File: config.mk
export PLATFORM = sky130hd
export DESIGN_NAME = win_line_addr_gen
export DESIGN_NICKNAME = d
export VERILOG_FILES = /design/src/rtl/dwl_pkg.sv /design/src/rtl/dwl_cfg_shadow.sv /design/src/rtl/dwl_line_track.sv /design/src/rtl/dwl_addr_step.sv /design/src/rtl/win_line_addr_gen.sv
export SDC_FILE = /design/constraint.sdc
export NUM_CORES = 1
export LEC_CHECK = 0
export ABC_AREA = 1
export BUFFER_PORTS_ARGS = -buffer_cell sky130_fd_sc_hd__buf_2
export CORE_MARGIN = 2
export CORE_UTILIZATION = 53
export DETAILED_ROUTE_END_ITERATION = 16
export PLACE_DENSITY = 0.81
export RECOVER_POWER = 25
export SETUP_SLACK_MARGIN = 0.3
export SLEW_MARGIN = 20
export SYNTH_ARGS = -nofsm -noshare
export SYNTH_HDL_FRONTEND = slang
export SYNTH_SLANG_ARGS = --single-unit
File: constraint.sdc
create_clock -name clk -period 2.8 [get_ports clk]
set_input_delay 0.14 -clock clk [delete_from_list [all_inputs] [get_ports clk]]
set_output_delay 0.14 -clock clk [all_outputs]
set_load 0.1 [all_outputs]
File: src/rtl/dwl_pkg.sv
package dwl_pkg;
    localparam int LO_W     = 16;
    localparam int HI_W     = 7;
    localparam int ADDR_W   = LO_W + HI_W;
    localparam int STRIDE_W = 16;
    localparam int POS_W    = 12;
    localparam int LINE_W   = 12;

    typedef logic [ADDR_W-1:0]   addr_t;
    typedef logic [STRIDE_W-1:0] stride_t;
    typedef logic [POS_W-1:0]    pos_t;
    typedef logic [LINE_W-1:0]   line_t;

    typedef enum logic {LAYOUT_FIELD = 1'b0, LAYOUT_FRAME = 1'b1} layout_e;
    typedef enum logic {SCAN_INTERLACED = 1'b0, SCAN_PROGRESSIVE = 1'b1} scan_e;

    typedef struct packed {
        addr_t   base;
        stride_t stride;
        pos_t    x_start;
        pos_t    x_len;
        pos_t    y_start;
        pos_t    y_len;
        layout_e layout;
        scan_e   scan;
    } win_cfg_t;

    typedef struct packed {
        logic  valid;
        addr_t addr;
        pos_t  xpos;
        pos_t  count;
    } line_req_t;

    function automatic addr_t join_base(input logic [HI_W-1:0] hi, input logic [LO_W-1:0] lo);
        return {hi, lo};
    endfunction

    // Frame layout only weaves the fields on an interlaced scan.
    function automatic logic weaves(input win_cfg_t c);
        return (c.layout == LAYOUT_FRAME) && (c.scan == SCAN_INTERLACED);
    endfunction

    function automatic addr_t first_addr(input win_cfg_t c, input logic fld);
        addr_t off;
        off = (weaves(c) && fld) ? addr_t'(c.stride) : '0;
        return c.base + off;
    endfunction

    function automatic addr_t line_step(input win_cfg_t c);
        return weaves(c) ? (addr_t'(c.stride) << 1) : addr_t'(c.stride);
    endfunction
endpackage

File: src/rtl/dwl_cfg_shadow.sv
module dwl_cfg_shadow
    import dwl_pkg::*;
(
    input  logic     clk,
    input  logic     rst,
    input  logic     vsync_edge,
    input  win_cfg_t cfg_in,
    output win_cfg_t cfg_q
);
    always_ff @(posedge clk) begin
        if (rst) begin
            cfg_q <= '0;
        end else if (vsync_edge) begin
            cfg_q <= cfg_in;
        end
    end

    // captured configuration moves only at a vertical sync edge
    p_cfg_hold_r8: assert property (@(posedge clk) disable iff (rst)
        !vsync_edge |=> $stable(cfg_q));
endmodule

File: src/rtl/dwl_line_track.sv
module dwl_line_track
    import dwl_pkg::*;
(
    input  logic clk,
    input  logic rst,
    input  logic vsync_edge,
    input  logic hsync_edge,
    input  pos_t y_start,
    input  pos_t y_len,
    output logic line_hit,
    output logic in_window
);
    localparam int    CW       = (LINE_W > POS_W ? LINE_W : POS_W) + 1;
    localparam line_t LINE_MAX = '1;

    line_t           line_q;
    logic [CW-1:0]   line_x;
    logic [CW-1:0]   ys_x;
    logic [CW-1:0]   yl_x;
    logic            in_range;

    assign line_x   = CW'(line_q);
    assign ys_x     = CW'(y_start);
    assign yl_x     = CW'(y_len);
    assign in_range = (line_x >= ys_x) && ((line_x - ys_x) < yl_x);
    assign line_hit = hsync_edge && !vsync_edge && in_range;

    always_ff @(posedge clk) begin
        if (rst) begin
            line_q    <= '0;
            in_window <= 1'b0;
        end else if (vsync_edge) begin
            line_q    <= '0;
            in_window <= 1'b0;
        end else if (hsync_edge) begin
            in_window <= in_range;
            if (line_q != LINE_MAX) line_q <= line_q + 1'b1;
        end
    end

    // line index saturates instead of wrapping
    p_line_sat_r3: assert property (@(posedge clk) disable iff (rst)
        (line_q == LINE_MAX && !vsync_edge) |=> line_q == LINE_MAX);
endmodule

File: src/rtl/dwl_addr_step.sv
module dwl_addr_step
    import dwl_pkg::*;
(
    input  logic  clk,
    input  logic  rst,
    input  logic  load,
    input  addr_t load_addr,
    input  addr_t load_step,
    input  logic  advance,
    output addr_t ptr
);
    addr_t step_q;

    always_ff @(posedge clk) begin
        if (rst) begin
            ptr    <= '0;
            step_q <= '0;
        end else if (load) begin
            ptr    <= load_addr;
            step_q <= load_step;
        end else if (advance) begin
            ptr    <= ptr + step_q;
        end
    end
endmodule

File: src/rtl/win_line_addr_gen.sv
module win_line_addr_gen
    import dwl_pkg::*;
(
    input  logic                clk,
    input  logic                rst,
    input  logic [LO_W-1:0]     cfg_base_lo,
    input  logic [HI_W-1:0]     cfg_base_hi,
    input  logic [STRIDE_W-1:0] cfg_stride,
    input  logic [POS_W-1:0]    cfg_x_start,
    input  logic [POS_W-1:0]    cfg_x_len,
    input  logic [POS_W-1:0]    cfg_y_start,
    input  logic [POS_W-1:0]    cfg_y_len,
    input  logic                cfg_frame_layout,
    input  logic                cfg_progressive,
    input  logic                field_id,
    input  logic                hsync_edge,
    input  logic                vsync_edge,
    output logic                req_valid,
    output logic [ADDR_W-1:0]   req_addr,
    output logic [POS_W-1:0]    req_xpos,
    output logic [POS_W-1:0]    req_count,
    output logic                line_in_window
);
    win_cfg_t  cfg_raw;
    win_cfg_t  cfg_sh;
    line_req_t req_q;
    logic      hit;
    addr_t     ptr;

    always_comb begin
        cfg_raw.base    = join_base(cfg_base_hi, cfg_base_lo);
        cfg_raw.stride  = cfg_stride;
        cfg_raw.x_start = cfg_x_start;
        cfg_raw.x_len   = cfg_x_len;
        cfg_raw.y_start = cfg_y_start;
        cfg_raw.y_len   = cfg_y_len;
        cfg_raw.layout  = layout_e'(cfg_frame_layout);
        cfg_raw.scan    = scan_e'(cfg_progressive);
    end

    dwl_cfg_shadow u_shadow (
        .clk        (clk),
        .rst        (rst),
        .vsync_edge (vsync_edge),
        .cfg_in     (cfg_raw),
        .cfg_q      (cfg_sh)
    );

    dwl_line_track u_track (
        .clk        (clk),
        .rst        (rst),
        .vsync_edge (vsync_edge),
        .hsync_edge (hsync_edge),
        .y_start    (cfg_sh.y_start),
        .y_len      (cfg_sh.y_len),
        .line_hit   (hit),
        .in_window  (line_in_window)
    );

    dwl_addr_step u_step (
        .clk       (clk),
        .rst       (rst),
        .load      (vsync_edge),
        .load_addr (first_addr(cfg_raw, field_id)),
        .load_step (line_step(cfg_raw)),
        .advance   (hit),
        .ptr       (ptr)
    );

    always_ff @(posedge clk) begin
        if (rst) begin
            req_q <= '0;
        end else begin
            req_q.valid <= hit;
            if (hit) begin
                req_q.addr  <= ptr;
                req_q.xpos  <= cfg_sh.x_start;
                req_q.count <= cfg_sh.x_len;
            end
        end
    end

    assign req_valid = req_q.valid;
    assign req_addr  = req_q.addr;
    assign req_xpos  = req_q.xpos;
    assign req_count = req_q.count;

    // a request follows a horizontal sync edge that was not overridden by vsync
    p_req_after_hsync_r3: assert property (@(posedge clk) disable iff (rst)
        req_valid |-> ($past(hsync_edge) && !$past(vsync_edge)));

    // a request only ever belongs to an in-window line
    p_req_in_window_r3: assert property (@(posedge clk) disable iff (rst)
        req_valid |-> line_in_window);

    // a vertical sync leaves no request and closes the window
    p_vsync_quiet_r9: assert property (@(posedge clk) disable iff (rst)
        vsync_edge |=> (!req_valid && !line_in_window));
endmodule

==> results of run 1 <==
[worst min-delay path: cells and delay by family]
kind	cells	cell delay [ns]
compound gates	2	0.19
buf+inv	1	0.07
[layout by cell type (no fill, tap or decap), types with 3 or more instances in the layout]
cell,count
sky130_fd_sc_hd__buf_12,7
sky130_fd_sc_hd__xor2_1,14
sky130_fd_sc_hd__buf_4,50
sky130_fd_sc_hd__a31oi_1,15
sky130_fd_sc_hd__buf_6,4
sky130_fd_sc_hd__nor4_1,3
sky130_fd_sc_hd__ha_4,4
sky130_fd_sc_hd__nand3_2,12
sky130_fd_sc_hd__nor2_2,7
sky130_fd_sc_hd__and2_1,3
sky130_fd_sc_hd__o21bai_1,3
sky130_fd_sc_hd__clkbuf_16,20
sky130_fd_sc_hd__o22ai_1,3
sky130_fd_sc_hd__xnor2_1,4
sky130_fd_sc_hd__dlygate4sd3_1,49
sky130_fd_sc_hd__nand2_1,509
sky130_fd_sc_hd__nor2_1,226
sky130_fd_sc_hd__inv_1,289
sky130_fd_sc_hd__nand2_2,10
sky130_fd_sc_hd__a21oi_1,82
sky130_fd_sc_hd__o21ai_0,84
sky130_fd_sc_hd__clkinv_4,3
sky130_fd_sc_hd__inv_2,6
sky130_fd_sc_hd__inv_8,4
sky130_fd_sc_hd__dfxtp_1,147
sky130_fd_sc_hd__inv_6,3
sky130_fd_sc_hd__buf_2,142
sky130_fd_sc_hd__nand4_1,13
sky130_fd_sc_hd__nand3_1,99
sky130_fd_sc_hd__nand3b_1,11
sky130_fd_sc_hd__nor3_1,8
sky130_fd_sc_hd__nor2_4,3
sky130_fd_sc_hd__ha_1,53
[layer usage]
metal | vias to the layer above | wire length [um]
met3 | 66 | 2200
met2 | 423 | 13900
met1 | 4972 | 13600
met5 | - | 0
li1 | 5630 | -
met4 | 0 | 917
[per-stage QoR]
step / TNS [ns] / setup WS (ns) / std cells / total power, mW
after floorplan: 0 / 0.0356 / 1684 / 2.99
after global placement: -5.17 / -0.112 / 2062 / 3.29
after detailed placement: -8.80 / -0.172 / 2062 / 3.31
after CTS: -14.54 / -0.247 / 2143 / 5.75
after global routing: -44.59 / -0.731 / 2152 / 6.06
final: -27.73 / -0.516 / 2152 / 5.82
[flip-flops by register name, indices dropped and copies added, names as in the netlist]
register,flops
u_shadow.cfg_q,48
req_addr,23
u_step.ptr,23
u_step.step_q,17
req_count,12
req_xpos,12
u_track.line_q,12
req_valid,1
u_track.in_window,1
[how the worst min path moves through the flow]
stage | start | to | slack, ns | cells past startpoint
after floorplan | cfg_y_start[0] | u_shadow.cfg_q[14] | 0.27 | 2
after global placement | cfg_y_len[0] | u_shadow.cfg_q[2] | 0.37 | 3
after detailed placement | cfg_y_len[0] | u_shadow.cfg_q[2] | 0.38 | 3
after CTS | cfg_y_len[5] | u_shadow.cfg_q[7] | 0.001 | 3
after global routing | cfg_y_len[5] | u_shadow.cfg_q[7] | 0.007 | 3
final | cfg_y_len[5] | u_shadow.cfg_q[7] | -0.0001 | 3
[final cells by class]
cell class	count	area, sq um	share of cell area (%)
Timing Repair Buffer	256	1850	14.5
Clock inverter	15	189	1.48
Clock buffer	17	425	3.34
Sequential cell	149	2990	23.4
Multi-Input combinational cell	1183	5880	46.1
Inverter	298	1120	8.82
Tap cell	234	293	2.30
[timing repair]
| action | in CTS | in global routing |
|---|---|---|
| gates cloned | 0 | 5 |
| endpoints found under the hold margin | 43 | 0 |
| hold buffers | 49 | 0 |
| setup endpoints to repair | 72 | 78 |
| buffers inserted | 0 | 4 |
| resized for setup | 5 | 37 |
| pin swaps | 1 | 11 |
[kinds of logic (layout without fill, tap and decap cells)]
| kind of cell | count (synthesis) | after routing |
|---|---|---|
| flip-flops | 149 | 149 |
| AO/OA/AOI/OAI | 193 | 193 |
| adder cells (fa/ha/maj) | 60 | 60 |
| AND/OR/NAND/NOR | 909 | 909 |
| XOR/XNOR | 21 | 21 |
| buffers and inverters | 352 | 586 |
[where the power goes]
| part | leakage, nW | total (mW) | internal [mW] | switching (mW) |
|---|---|---|---|---|
| combinational | 5.33 | 1.15 | 0.456 | 0.694 |
| sequential | 1.22 | 2.28 | 2.21 | 0.0623 |
| clock | 0.295 | 2.40 | 1.35 | 1.04 |
| total | 6.85 | 5.82 | 4.02 | 1.80 |
==> results.tsv, run 1 <==
stage	metric	value	unit
grt	grt_antenna_before_repair	0	
grt	grt_overflow	0	
yosys	synth.area.mux_share	0	%
setup_path	slowest_stage	sky130_fd_sc_hd__ha_1	
grt	groute.layer.met1.usage	39.2	%
setup_path	crit_family	simple AND/OR/NAND/NOR gates	
timing	max-slew-margin-rel	62.9	%
status	violations	hold timing, setup timing	
finish	fin_util	68.6	%
place	port_buffers	142	
yosys	synth-edff-count	0	
setup_path	worstPathCellList	inv_1 -> ha_1 -> a21oi_2 -> inv_1 -> a21oi_1 -> nand3_1 -> xor2_1 -> inv_1 -> ha_1 -> a211oi_2 -> nand2_1 -> nor2_4 -> nand4_4 -> buf_12 -> clkbuf_16 -> nand2_1 -> nand2_1 -> nor2_1	
grt	grt_max_degree	57	
routing	drt-wirelength-per-cell	14.2	um
yosys	ys_seq_elements	149	
routing	count_of_nets_left_with_antenna_violations_after_detail_routing	0	
place	place_hpwl	21000	um
job	maxCapViolations	0	
routing	post-route-drc-count	0	
floorplan	coreArea	18600	sq um
timing	fmaxAchievable	302	MHz
setup_path	worst-setup-path-type	reg2reg	
setup_path	path_buf_inv	5	
finish	post_route_cells_drive_above_1_share	15.5	%
setup_path	cp.arrival	3.68	ns
yosys	synth.most_common_cell	sky130_fd_sc_hd__nand2_1	
grt	grt_util_all_layers	29.5	%
finish	final_nets	2059	
setup_path	timing.reg2reg.setup_slack	-0.52	ns
timing	grt_setup_unrepaired	yes	
grt	grt_util_met2	47.9	%
clock_network	cts.sink_count	149	
status	status	complete, but fails checks	
setup_path	critical_path.endpoint_type	flop	
floorplan	floorplan.initialDensity	53.6	%
finish	final_cell_area	12700	sq um
floorplan	fp.dieW	141	um
floorplan	design.die.area	19900	sq um
setup_path	timing.critical_path.to	req_addr[9]	
yosys	synth_xor_area_share	1.85	%
yosys	ys_warn_count	0	
pwr	p_leak	6.85	nW
yosys	netlist-cell-type-count	33	
timing	setup_slack	-0.516	ns
yosys	yosysSeqAreaShare	29.9	%
yosys	synth_top_family_by_area	simple AND/OR/NAND/NOR gates	
setup_path	reg2reg_depth	18	
yosys	async_flop_share	0	%
setup_path	crit-reg2reg-launch	u_shadow.cfg_q[22]	
setup_path	critical_path_depth	18	
timing	finalClockSkew	0.00982	ns
yosys	synthesized_area_fraction_occupied_by_and_or_nand_nor_cells	37.0	%
grt	routing_usage_on_met3	4.89	%
finish	n_fill_cell	1560	
pwr	power_density	457	nW/um^2
yosys	netlist.area_leader.share	29.9	%
yosys	netlist_area_pre_place	9970	sq um
routing	detail_route.first_pass.iterations	5	
setup_path	worst-endpoint-required	3.17	ns
timing	layout_worst_path_cycle_share	118	%
grt	global_route_wire_length_before_repair	47600	um
clock_network	h_tree_lvl_count	4	
timing	finalCriticalPeriod	3.32	ns
setup_path	cp-start-kind	flop	
routing	dr.first_iter.drc_count	843	
clock_network	worst_skew_pair.late_latency	0.44	ns
clock_network	cts_root_buffer	sky130_fd_sc_hd__clkbuf_16	
finish	area_grow_syn2layout	27.9	%
grt	vias_in_the_first_global_route	10200	
floorplan	fp-row-count	50	
timing	slew_viol_final	0	
setup_path	cp_slowest_stage_delay	0.38	ns
floorplan	die_h	141	um
yosys	synth.top_cells.by_area	sky130_fd_sc_hd__dfxtp_1, sky130_fd_sc_hd__nand2_1, sky130_fd_sc_hd__inv_1, sky130_fd_sc_hd__nor2_1, sky130_fd_sc_hd__ha_1	
finish	antennaDiodeCount	0	
yosys	synth-adder-area-share	7.76	%
yosys	synth_compound_gate_area_share	10.1	%
routing	detail_route.wirelength	30600	um
clock_network	cts_buffer_depth	2	
place	gp_congestion	0.994	
setup_path	crit_fanout	11	
yosys	yosys.area.top_type	sky130_fd_sc_hd__dfxtp_1	
floorplan	floorplan.io_pins	143	
place	dpl_cell_area	11300	sq um
yosys	mappedNetlistNets	1838	
timing	worst_hold_slack	-0.000101	ns
timing	finalSetupViolCount	72	
grt	global_route.peak_usage_layer	met2	
worst_hold_path	hold_class	in2reg	
setup_path	crit_start	u_shadow.cfg_q[22]	
yosys	netlist_top_cells_count	sky130_fd_sc_hd__nand2_1, sky130_fd_sc_hd__inv_1, sky130_fd_sc_hd__nor2_1	
yosys	ys_dominant_reg_cell	sky130_fd_sc_hd__dfxtp_1	
clock_network	cts_inserted_buffers	17	
routing	route.vias.total	11100	
clock_network	clkSlewWorstSetupHoldPaths	0.07	ns
timing	tightest_slew	0.555	ns
timing	final_hold_viol_count	1	
clock_network	cts_tree	built	
setup_path	worstReg2RegEnd	req_addr[9]	
routing	via_per_inst	5.15	
pwr	peakVddDrop	0.000479	V
yosys	synthCells	1684	
yosys	synth_area_per_cell	5.92	sq um
No activity file was read; power rests on OpenSTA's default activity.
==> run 2: changes to the inputs <==
--- a/config.mk
+++ b/config.mk
@@ -5,12 +5,11 @@
 export SDC_FILE = /design/constraint.sdc
 export NUM_CORES = 1
 export LEC_CHECK = 0
-export ABC_AREA = 1
 export BUFFER_PORTS_ARGS = -buffer_cell sky130_fd_sc_hd__buf_2
 export CORE_MARGIN = 2
-export CORE_UTILIZATION = 53
+export CORE_UTILIZATION = 52
 export DETAILED_ROUTE_END_ITERATION = 16
-export PLACE_DENSITY = 0.81
+export PLACE_DENSITY = 0.8
 export RECOVER_POWER = 25
 export SETUP_SLACK_MARGIN = 0.3
 export SLEW_MARGIN = 20
==> results.tsv, run 2 <==
stage	metric	value	unit	change
floorplan	floorplan.initialDensity	53.0	%	was 53.6%
grt	routing_usage_on_met3	7.88	%	was 4.89%
yosys	ys_warn_count	0		unchanged
timing	finalCriticalPeriod	3.77	ns	was 3.32 ns
yosys	ys_dominant_reg_cell	sky130_fd_sc_hd__dfxtp_1		unchanged
timing	tightest_slew	0.803	ns	was 0.555 ns
pwr	power.internal	4.27	mW	was 4.02 mW
floorplan	fp.dieW	134	um	was 141 um
timing	fmaxAchievable	265	MHz	was 302 MHz
routing	post-route-drc-count	0		unchanged
yosys	synth_area_per_cell	8.64	sq um	was 5.92 sq um
status	violations	setup timing		was hold timing, setup timing
pwr	switching_power_share_of_the_total	27.8	%	was 30.9%
yosys	yosys.area.top_type	sky130_fd_sc_hd__dfxtp_1		unchanged
finish	final_nets	1431		was 2,059
yosys	netlist_area_pre_place	8720	sq um	was 9970 sq um
place	gp_congestion	0.955		was 0.994
grt	grt_antenna_before_repair	0		unchanged
grt	global_route_wire_length_before_repair	41400	um	was 47,600 um
place	dpl_cell_area	10200	sq um	was 11,300 sq um
timing	slew_viol_final	0		unchanged
timing	final_hold_viol_count	0		was 1
clock_network	clkSlewWorstSetupHoldPaths	0.07	ns	about the same
grt	grt_util_all_layers	28.8	%	was 29.5%
grt	global_route.peak_usage_layer	met2		unchanged
routing	detail_route.first_pass.iterations	6		was 5
pwr	power_density	496	nW/um^2	was 457 nW/um^2
timing	layout_worst_path_cycle_share	135	%	was 118%
timing	setup-tns-final	-62.16	ns	was -27.73 ns
finish	largest_register_ff_count	48		unchanged
routing	drt-wirelength-per-cell	17.7	um	was 14.2 um
yosys	netlist-cell-type-count	70		was 33
finish	antennaDiodeCount	0		unchanged
status	status	complete, but fails checks		unchanged
timing	finalClockSkew	0.0134	ns	was 0.00982 ns
floorplan	die_h	134	um	was 141 um
setup_path	worst-setup-path-type	reg2reg		unchanged
timing	setup_slack	-0.969	ns	was -0.516 ns
clock_network	h_tree_lvl_count	4		unchanged
yosys	synth-edff-count	0		unchanged
grt	grt_util_met2	47.9	%	about the same
finish	post_route_cells_drive_above_1_share	27.8	%	was 15.5%
timing	worst_hold_slack	0.00500	ns	was -0.000101 ns
clock_network	cts_root_buffer	sky130_fd_sc_hd__clkbuf_16		unchanged
yosys	ys_seq_elements	149		unchanged
grt	grt_max_degree	53		was 57
pwr	comb_power_share	18.5	%	was 19.8%
clock_network	cts.sink_count	149		unchanged
finish	final_cell_area	11900	sq um	was 12,700 sq um
clock_network	cts_inserted_buffers	17		unchanged
finish	area_grow_syn2layout	36.7	%	was 27.9%
setup_path	cp.arrival	4.12	ns	was 3.68 ns
yosys	yosysSeqAreaShare	34.2	%	was 29.9%
floorplan	floorplan.io_pins	143		unchanged
finish	layout.cells.most_common	sky130_fd_sc_hd__nor2_1		was sky130_fd_sc_hd__nand2_1
place	place_hpwl	16700	um	was 21,000 um
yosys	async_flop_share	0	%	unchanged
worst_hold_path	hold_class	in2reg		unchanged
yosys	synth.top_cells.by_area	sky130_fd_sc_hd__dfxtp_1, sky130_fd_sc_hd__mux2i_1, sky130_fd_sc_hd__ha_1, sky130_fd_sc_hd__nor2_1, sky130_fd_sc_hd__a21oi_1		was sky130_fd_sc_hd__dfxtp_1, sky130_fd_sc_hd__nand2_1, sky130_fd_sc_hd__inv_1, sky130_fd_sc_hd__nor2_1, sky130_fd_sc_hd__ha_1
timing	max-slew-margin-rel	46.4	%	was 62.9%
routing	count_of_nets_left_with_antenna_violations_after_detail_routing	0		unchanged
setup_path	critical_path.endpoint_type	flop		unchanged
pwr	power.net_switching	1.64	mW	was 1.80 mW
routing	detail_route.wirelength	26800	um	was 30,600 um
clock_network	cts_tree	built		unchanged
clock_network	cts_buffer_depth	2		unchanged
grt	vias_in_the_first_global_route	8415		was 10,200
pwr	peakVddDrop	0.000469	V	was 0.000479 V
finish	final_cell_mix	sky130_fd_sc_hd__nor2_1, sky130_fd_sc_hd__dfxtp_1, sky130_fd_sc_hd__buf_2		was sky130_fd_sc_hd__nand2_1, sky130_fd_sc_hd__inv_1, sky130_fd_sc_hd__nor2_1
pwr	power.sequential.fraction	38.6	%	was 39.1%
timing	finalSetupViolCount	72		unchanged
routing	via_per_inst	5.71		was 5.15
finish	multiInputGateArea	5660	sq um	was 5880 sq um
finish	largest_register	u_shadow.cfg_q		unchanged
yosys	synth.most_common_cell	sky130_fd_sc_hd__nor2_1		was sky130_fd_sc_hd__nand2_1
pwr	clock_power_share	42.9	%	was 41.2%
floorplan	coreArea	16500	sq um	was 18,600 sq um
setup_path	crit_fanout	8		was 11
setup_path	worst-endpoint-required	3.15	ns	was 3.17 ns
place	port_buffers	142		unchanged
finish	seq_area	2990	sq um	about the same
timing	grt_setup_unrepaired	yes		unchanged
clock_network	worst_skew_pair.late_latency	0.44	ns	about the same
grt	grt_overflow	0		unchanged
pwr	p_leak	5.39	nW	was 6.85 nW
floorplan	fp-row-count	47		was 50
grt	groute.layer.met1.usage	34.8	%	was 39.2%
job	maxCapViolations	0		unchanged
finish	fin_util	72.4	%	was 68.6%
yosys	mappedNetlistNets	1163		was 1,838
yosys	netlist.area_leader.share	34.2	%	was 29.9%
routing	dr.first_iter.drc_count	608		was 843
floorplan	design.die.area	17800	sq um	was 19,900 sq um
setup_path	cp-start-kind	flop		unchanged
finish	n_fill_cell	1166		was 1,560
yosys	synthCells	1009		was 1,684
routing	route.vias.total	8628		was 11,100
yosys	netlist_top_cells_count	sky130_fd_sc_hd__nor2_1, sky130_fd_sc_hd__dfxtp_1, sky130_fd_sc_hd__mux2i_1		was sky130_fd_sc_hd__nand2_1, sky130_fd_sc_hd__inv_1, sky130_fd_sc_hd__nor2_1
-- run 2: cell count changes after synthesis, moves of 24 or more --
cell                       change
sky130_fd_sc_hd__a21oi_1      -38
sky130_fd_sc_hd__o21ai_0      -61
sky130_fd_sc_hd__nor2_1       -66
sky130_fd_sc_hd__nand2_1     -461
sky130_fd_sc_hd__nand3_1      -85
sky130_fd_sc_hd__a211oi_1     +24
sky130_fd_sc_hd__inv_1       -254
sky130_fd_sc_hd__mux2i_1     +120
-- run 2: cell families after synthesis --
| kind of cell | share of synthesized area [%] |
|---|---|
| fa+ha+maj | 8.87 |
| xor+xnor | 3.41 |
| flops | 34.2 |
| compound gates | 16.9 |
| buf+inv | 4.59 |
| simple gates | 18.2 |
| mux | 13.8 |
-- run 2: final timing paths --
path                startpoint                  to  slack, ns  cells after the start
max          u_track.line_q[1]       u_step.ptr[3]      -0.97                     19
min               cfg_x_len[7]  u_shadow.cfg_q[33]      0.005                      3
max reg2reg  u_track.line_q[1]       u_step.ptr[3]      -0.97                     19
min reg2reg  u_step.step_q[16]   u_step.step_q[16]       0.48                      2
-- run 2: critical path, stage by stage, from the launching register on --
cell and delay [ns]:
sky130_fd_sc_hd__dfxtp_2 0.35, sky130_fd_sc_hd__buf_4 0.14, sky130_fd_sc_hd__inv_1 0.06, sky130_fd_sc_hd__fa_2 0.36, sky130_fd_sc_hd__nand2b_4 0.17, sky130_fd_sc_hd__a211oi_4 0.22
sky130_fd_sc_hd__o31a_2 0.19, sky130_fd_sc_hd__buf_4 0.12, sky130_fd_sc_hd__nor2_1 0.05, sky130_fd_sc_hd__ha_1 0.33, sky130_fd_sc_hd__a21oi_1 0.19, sky130_fd_sc_hd__o21ai_0 0.18
sky130_fd_sc_hd__nand2b_4 0.12, sky130_fd_sc_hd__o311ai_4 0.16, sky130_fd_sc_hd__a211oi_4 0.34, sky130_fd_sc_hd__buf_6 0.21, sky130_fd_sc_hd__buf_6 0.10, sky130_fd_sc_hd__buf_6 0.09
sky130_fd_sc_hd__nand2_2 0.05, sky130_fd_sc_hd__a31oi_1 0.23
-- run 2: per-layer routing --
metal / vias to the layer above / part of all wire, %
li1: 4142 / -
met1: 4087 / 42
met2: 314 / 48
met3: 85 / 7.2
met4: 0 / 3.5
met5: - / 0
-- run 2: through the flow --
stage / cells / setup slack, ns / power (mW)
5_1_grt: 1510 / -1.15 / 6.12
4_1_cts: 1494 / -0.849 / 5.84
6_report: 1510 / -0.969 / 5.92
3_5_place_dp: 1402 / -0.941 / 3.25
3_3_place_gp: 1402 / -0.887 / 3.22
2_1_floorplan: 1009 / -0.757 / 2.94
-- run 2: final cells by class --
class	instances	share of cell area [%]
well taps	220	2.31
flip-flops and latches	149	25.1
clock buffers	20	3.83
multi-input cells	768	47.5
clock inverters	12	1.58
inverters	39	1.23
repair buffers	302	18.5
-- run 2: power groups by stage --
stage / combinational [mW] / sequential (mW) / clock [mW]
floorplan: 0.639 / 2.30 / 0
global placement: 0.904 / 2.32 / 0
detailed placement: 0.928 / 2.32 / 0
CTS: 1.03 / 2.28 / 2.53
global route: 1.20 / 2.29 / 2.64
finish: 1.09 / 2.28 / 2.54
-- run 2: repair_timing --
item / 4_1_cts / 5_1_grt
pin swaps: 24 / 15
hold endpoints to repair: 47 / 0
setup buffers: 11 / 12
hold buffers: 47 / 0
resized for setup: 56 / 32
setup endpoints to repair: 72 / 72
gates cloned: 2 / 4
==> run 3: changes to the inputs <==
--- a/config.mk
+++ b/config.mk
@@ -6,10 +6,10 @@
 export NUM_CORES = 1
 export LEC_CHECK = 0
 export BUFFER_PORTS_ARGS = -buffer_cell sky130_fd_sc_hd__buf_2
-export CORE_MARGIN = 2
-export CORE_UTILIZATION = 52
+export CORE_UTILIZATION = 50
 export DETAILED_ROUTE_END_ITERATION = 16
-export PLACE_DENSITY = 0.8
+export GPL_TIMING_DRIVEN = 0
+export PLACE_DENSITY = 0.78
 export RECOVER_POWER = 25
 export SETUP_SLACK_MARGIN = 0.3
 export SLEW_MARGIN = 20
==> results.tsv, run 3 (same netlist as run 2, synthesis figures left out) <==
stage	metric	value	unit	change
status	status	complete, but fails checks		unchanged
status	violations	setup timing		unchanged
floorplan	coreArea	16800	sq um	was 16,500 sq um
pwr	power.internal	4.16	mW	was 4.27 mW
floorplan	floorplan.initialDensity	51.9	%	was 53.0%
routing	count_of_nets_left_with_antenna_violations_after_detail_routing	0		unchanged
clock_network	clkSlewWorstSetupHoldPaths	0.07	ns	about the same
pwr	power.net_switching	1.63	mW	was 1.64 mW
place	gp_congestion	0.958		was 0.955
routing	dr.first_iter.drc_count	742		was 608
setup_path	worstReg2RegEnd	req_addr[13]		was u_step.ptr[3]
finish	largest_register	u_shadow.cfg_q		unchanged
pwr	comb_power_share	18.6	%	was 18.5%
timing	finalClockSkew	0.0124	ns	was 0.0134 ns
routing	detail_route.first_pass.iterations	5		was 6
floorplan	design.die.area	18000	sq um	was 17,800 sq um
floorplan	die_h	134	um	about the same
worst_hold_path	hold_path_depth	3		unchanged
finish	layout.cells.most_common	sky130_fd_sc_hd__nor2_1		unchanged
grt	global_route_wire_length_before_repair	41000	um	was 41,400 um
routing	drt-wirelength-per-cell	18.2	um	was 17.7 um
pwr	power_density	492	nW/um^2	was 496 nW/um^2
clock_network	worst_skew_pair.late_latency	0.44	ns	about the same
setup_path	crit_fanout	5		was 8
setup_path	reg2reg_depth	20		was 19
grt	grt_antenna_before_repair	0		unchanged
floorplan	fp-row-count	47		unchanged
setup_path	critical_path.endpoint_type	flop		unchanged
setup_path	cp-start-kind	flop		unchanged
grt	grt_util_all_layers	28.9	%	was 28.8%
pwr	p_leak	5.06	nW	was 5.39 nW
grt	vias_in_the_first_global_route	8345		was 8,415
pwr	switching_power_share_of_the_total	28.2	%	was 27.8%
timing	grt_setup_unrepaired	yes		unchanged
finish	area_grow_syn2layout	35.0	%	was 36.7%
timing	max-slew-margin-rel	19.6	%	was 46.4%
timing	tightest_slew	1.21	ns	was 0.803 ns
setup_path	crit_start	u_track.line_q[0]		was u_track.line_q[1]
clock_network	cts_tree	built		unchanged
pwr	clock_power_share	42.0	%	was 42.9%
routing	via_per_inst	5.82		was 5.71
floorplan	floorplan.io_pins	143		unchanged
finish	final_nets	1410		was 1,431
timing	final_hold_viol_count	0		unchanged
place	place_hpwl	17500	um	was 16,700 um
pwr	peakVddDrop	0.000484	V	was 0.000469 V
place	port_buffers	141		was 142
job	maxCapViolations	0		unchanged
worst_hold_path	holdCritStartpoint	cfg_stride[4]		was cfg_x_len[7]
finish	post_route_cells_drive_above_1_share	20.9	%	was 27.8%
clock_network	cts_inserted_buffers	17		unchanged
routing	post-route-drc-count	0		unchanged
timing	slew_viol_final	0		unchanged
timing	setup_slack	-1.11	ns	was -0.969 ns
clock_network	cts_root_buffer	sky130_fd_sc_hd__clkbuf_16		unchanged
clock_network	h_tree_lvl_count	4		unchanged
finish	largest_register_ff_count	48		unchanged
clock_network	cts.sink_count	149		unchanged
setup_path	worst-setup-path-type	reg2reg		unchanged
finish	antennaDiodeCount	0		unchanged
worst_hold_path	hold_path_end	u_step.step_q[4]		was u_shadow.cfg_q[33]
grt	grt_max_degree	17		was 53
clock_network	cts_buffer_depth	2		unchanged
place	dpl_worst_slack	-1.30	ns	was -0.941 ns
setup_path	timing.reg2reg.setup_slack	-1.11	ns	was -0.97 ns
pwr	power.sequential.fraction	39.4	%	was 38.6%
worst_hold_path	hold_class	in2reg		unchanged
pwr	power	5.79	mW	was 5.92 mW
setup_path	worstPathCellList	inv_2 -> ha_4 -> fa_2 -> nand2b_4 -> a211oi_4 -> o31a_2 -> o21ai_1 -> nand2_1 -> xor2_1 -> ha_1 -> a21o_1 -> a21oi_2 -> o311ai_4 -> a2111oi_4 -> buf_6 -> buf_12 -> buf_6 -> buf_12 -> mux2i_1 -> nor2_1		was buf_4 -> inv_1 -> fa_2 -> nand2b_4 -> a211oi_4 -> o31a_2 -> buf_4 -> nor2_1 -> ha_1 -> a21oi_1 -> o21ai_0 -> nand2b_4 -> o311ai_4 -> a211oi_4 -> buf_6 -> buf_6 -> buf_6 -> nand2_2 -> a31oi_1
routing	detail_route.wirelength	27100	um	was 26,800 um
setup_path	slowest_stage	sky130_fd_sc_hd__fa_2		unchanged
setup_path	worst-endpoint-required	3.10	ns	was 3.15 ns
timing	finalSetupViolCount	72		unchanged
setup_path	cp_slowest_stage_delay	0.39	ns	was 0.36 ns
timing	fmaxAchievable	256	MHz	was 265 MHz
setup_path	cp.arrival	4.21	ns	was 4.12 ns
setup_path	crit-reg2reg-launch	u_track.line_q[0]		was u_track.line_q[1]
floorplan	fp.dieW	134	um	about the same
routing	route.vias.total	8672		was 8,628
finish	final_cell_mix	sky130_fd_sc_hd__nor2_1, sky130_fd_sc_hd__dfxtp_1, sky130_fd_sc_hd__mux2i_1		was sky130_fd_sc_hd__nor2_1, sky130_fd_sc_hd__dfxtp_1, sky130_fd_sc_hd__buf_2
timing	finalCriticalPeriod	3.91	ns	was 3.77 ns
timing	layout_worst_path_cycle_share	140	%	was 135%
grt	grt_overflow	0		unchanged
==> run 3: how the worst max path moves through the flow <==
stage                          end  slack [ns]
detailed placement  u_step.ptr[10]       -1.30
floorplan           u_step.ptr[12]       -0.76
CTS                   req_addr[20]       -1.11
global route          req_addr[13]       -1.22
global placement    u_step.ptr[14]       -1.20
finish                req_addr[13]       -1.11
==> run 3: area by class of cell <==
type                       instances  area [sq um]
multi-input combinational        768          5720
fill                            1261          5040
sequential                       149          3000
timing repair buffer             228          1680
clock buffer                      20           457
buffer                            53           333
tap                              220           275
clock inverter                    12           166
inverter                          39           146
==> run 3: per-layer routing <==
metal  vias to the layer above  global-route usage [%]  share of wire, %
met1                      4085                    35.1                42
met4                         0                    13.2               3.8
met2                       374                    48.6                48
met3                        90                    6.35               6.5
li1                       4123                       -                 -
met5                         -                       0                 0
==> run 3: timing repair <==
item                                   CTS  global route
setup buffers                           20            12
cloned                                   3             4
hold buffers                            48             0
pin swaps                               17            43
setup endpoints to repair               72            72
endpoints found under the hold margin   48             0
gates resized for setup                 35            69
==> run 3: worst max-delay path, delay by kind of cell (launching register included) <==
family	cells	cell delay, ns
multiplexers	1	0.22
XOR/XNOR	1	0.18
flip-flops	1	0.34
adder cells (fa/ha/maj)	3	0.84
AO/OA/AOI/OAI	7	1.31
AND/OR/NAND/NOR	3	0.31
buffers and inverters	5	0.55
==> run 3: metrics by stage <==
step	TNS, ns	instance area (sq um)	util, %	hold slack, ns	cells
floorplan	-46.84	8800	-	0.287	1009
global placement	-73.23	9780	58.1	0.372	1370
detailed placement	-81.15	9780	58.1	0.383	1370
CTS	-72.63	11300	67.3	0.0574	1473
global route	-81.03	11800	70.0	0.0783	1489
finish	-72.56	11800	70.0	0.0635	1489
==> run 3: power groups by stage <==
stage          Sequential, mW  Clock, mW  Combinational [mW]
5_1_grt                  2.29       2.53                1.17
4_1_cts                  2.27       2.43               0.984
3_5_place_dp             2.32          0               0.875
2_1_floorplan            2.30          0               0.639
3_3_place_gp             2.32          0               0.850
6_report                 2.28       2.43                1.08
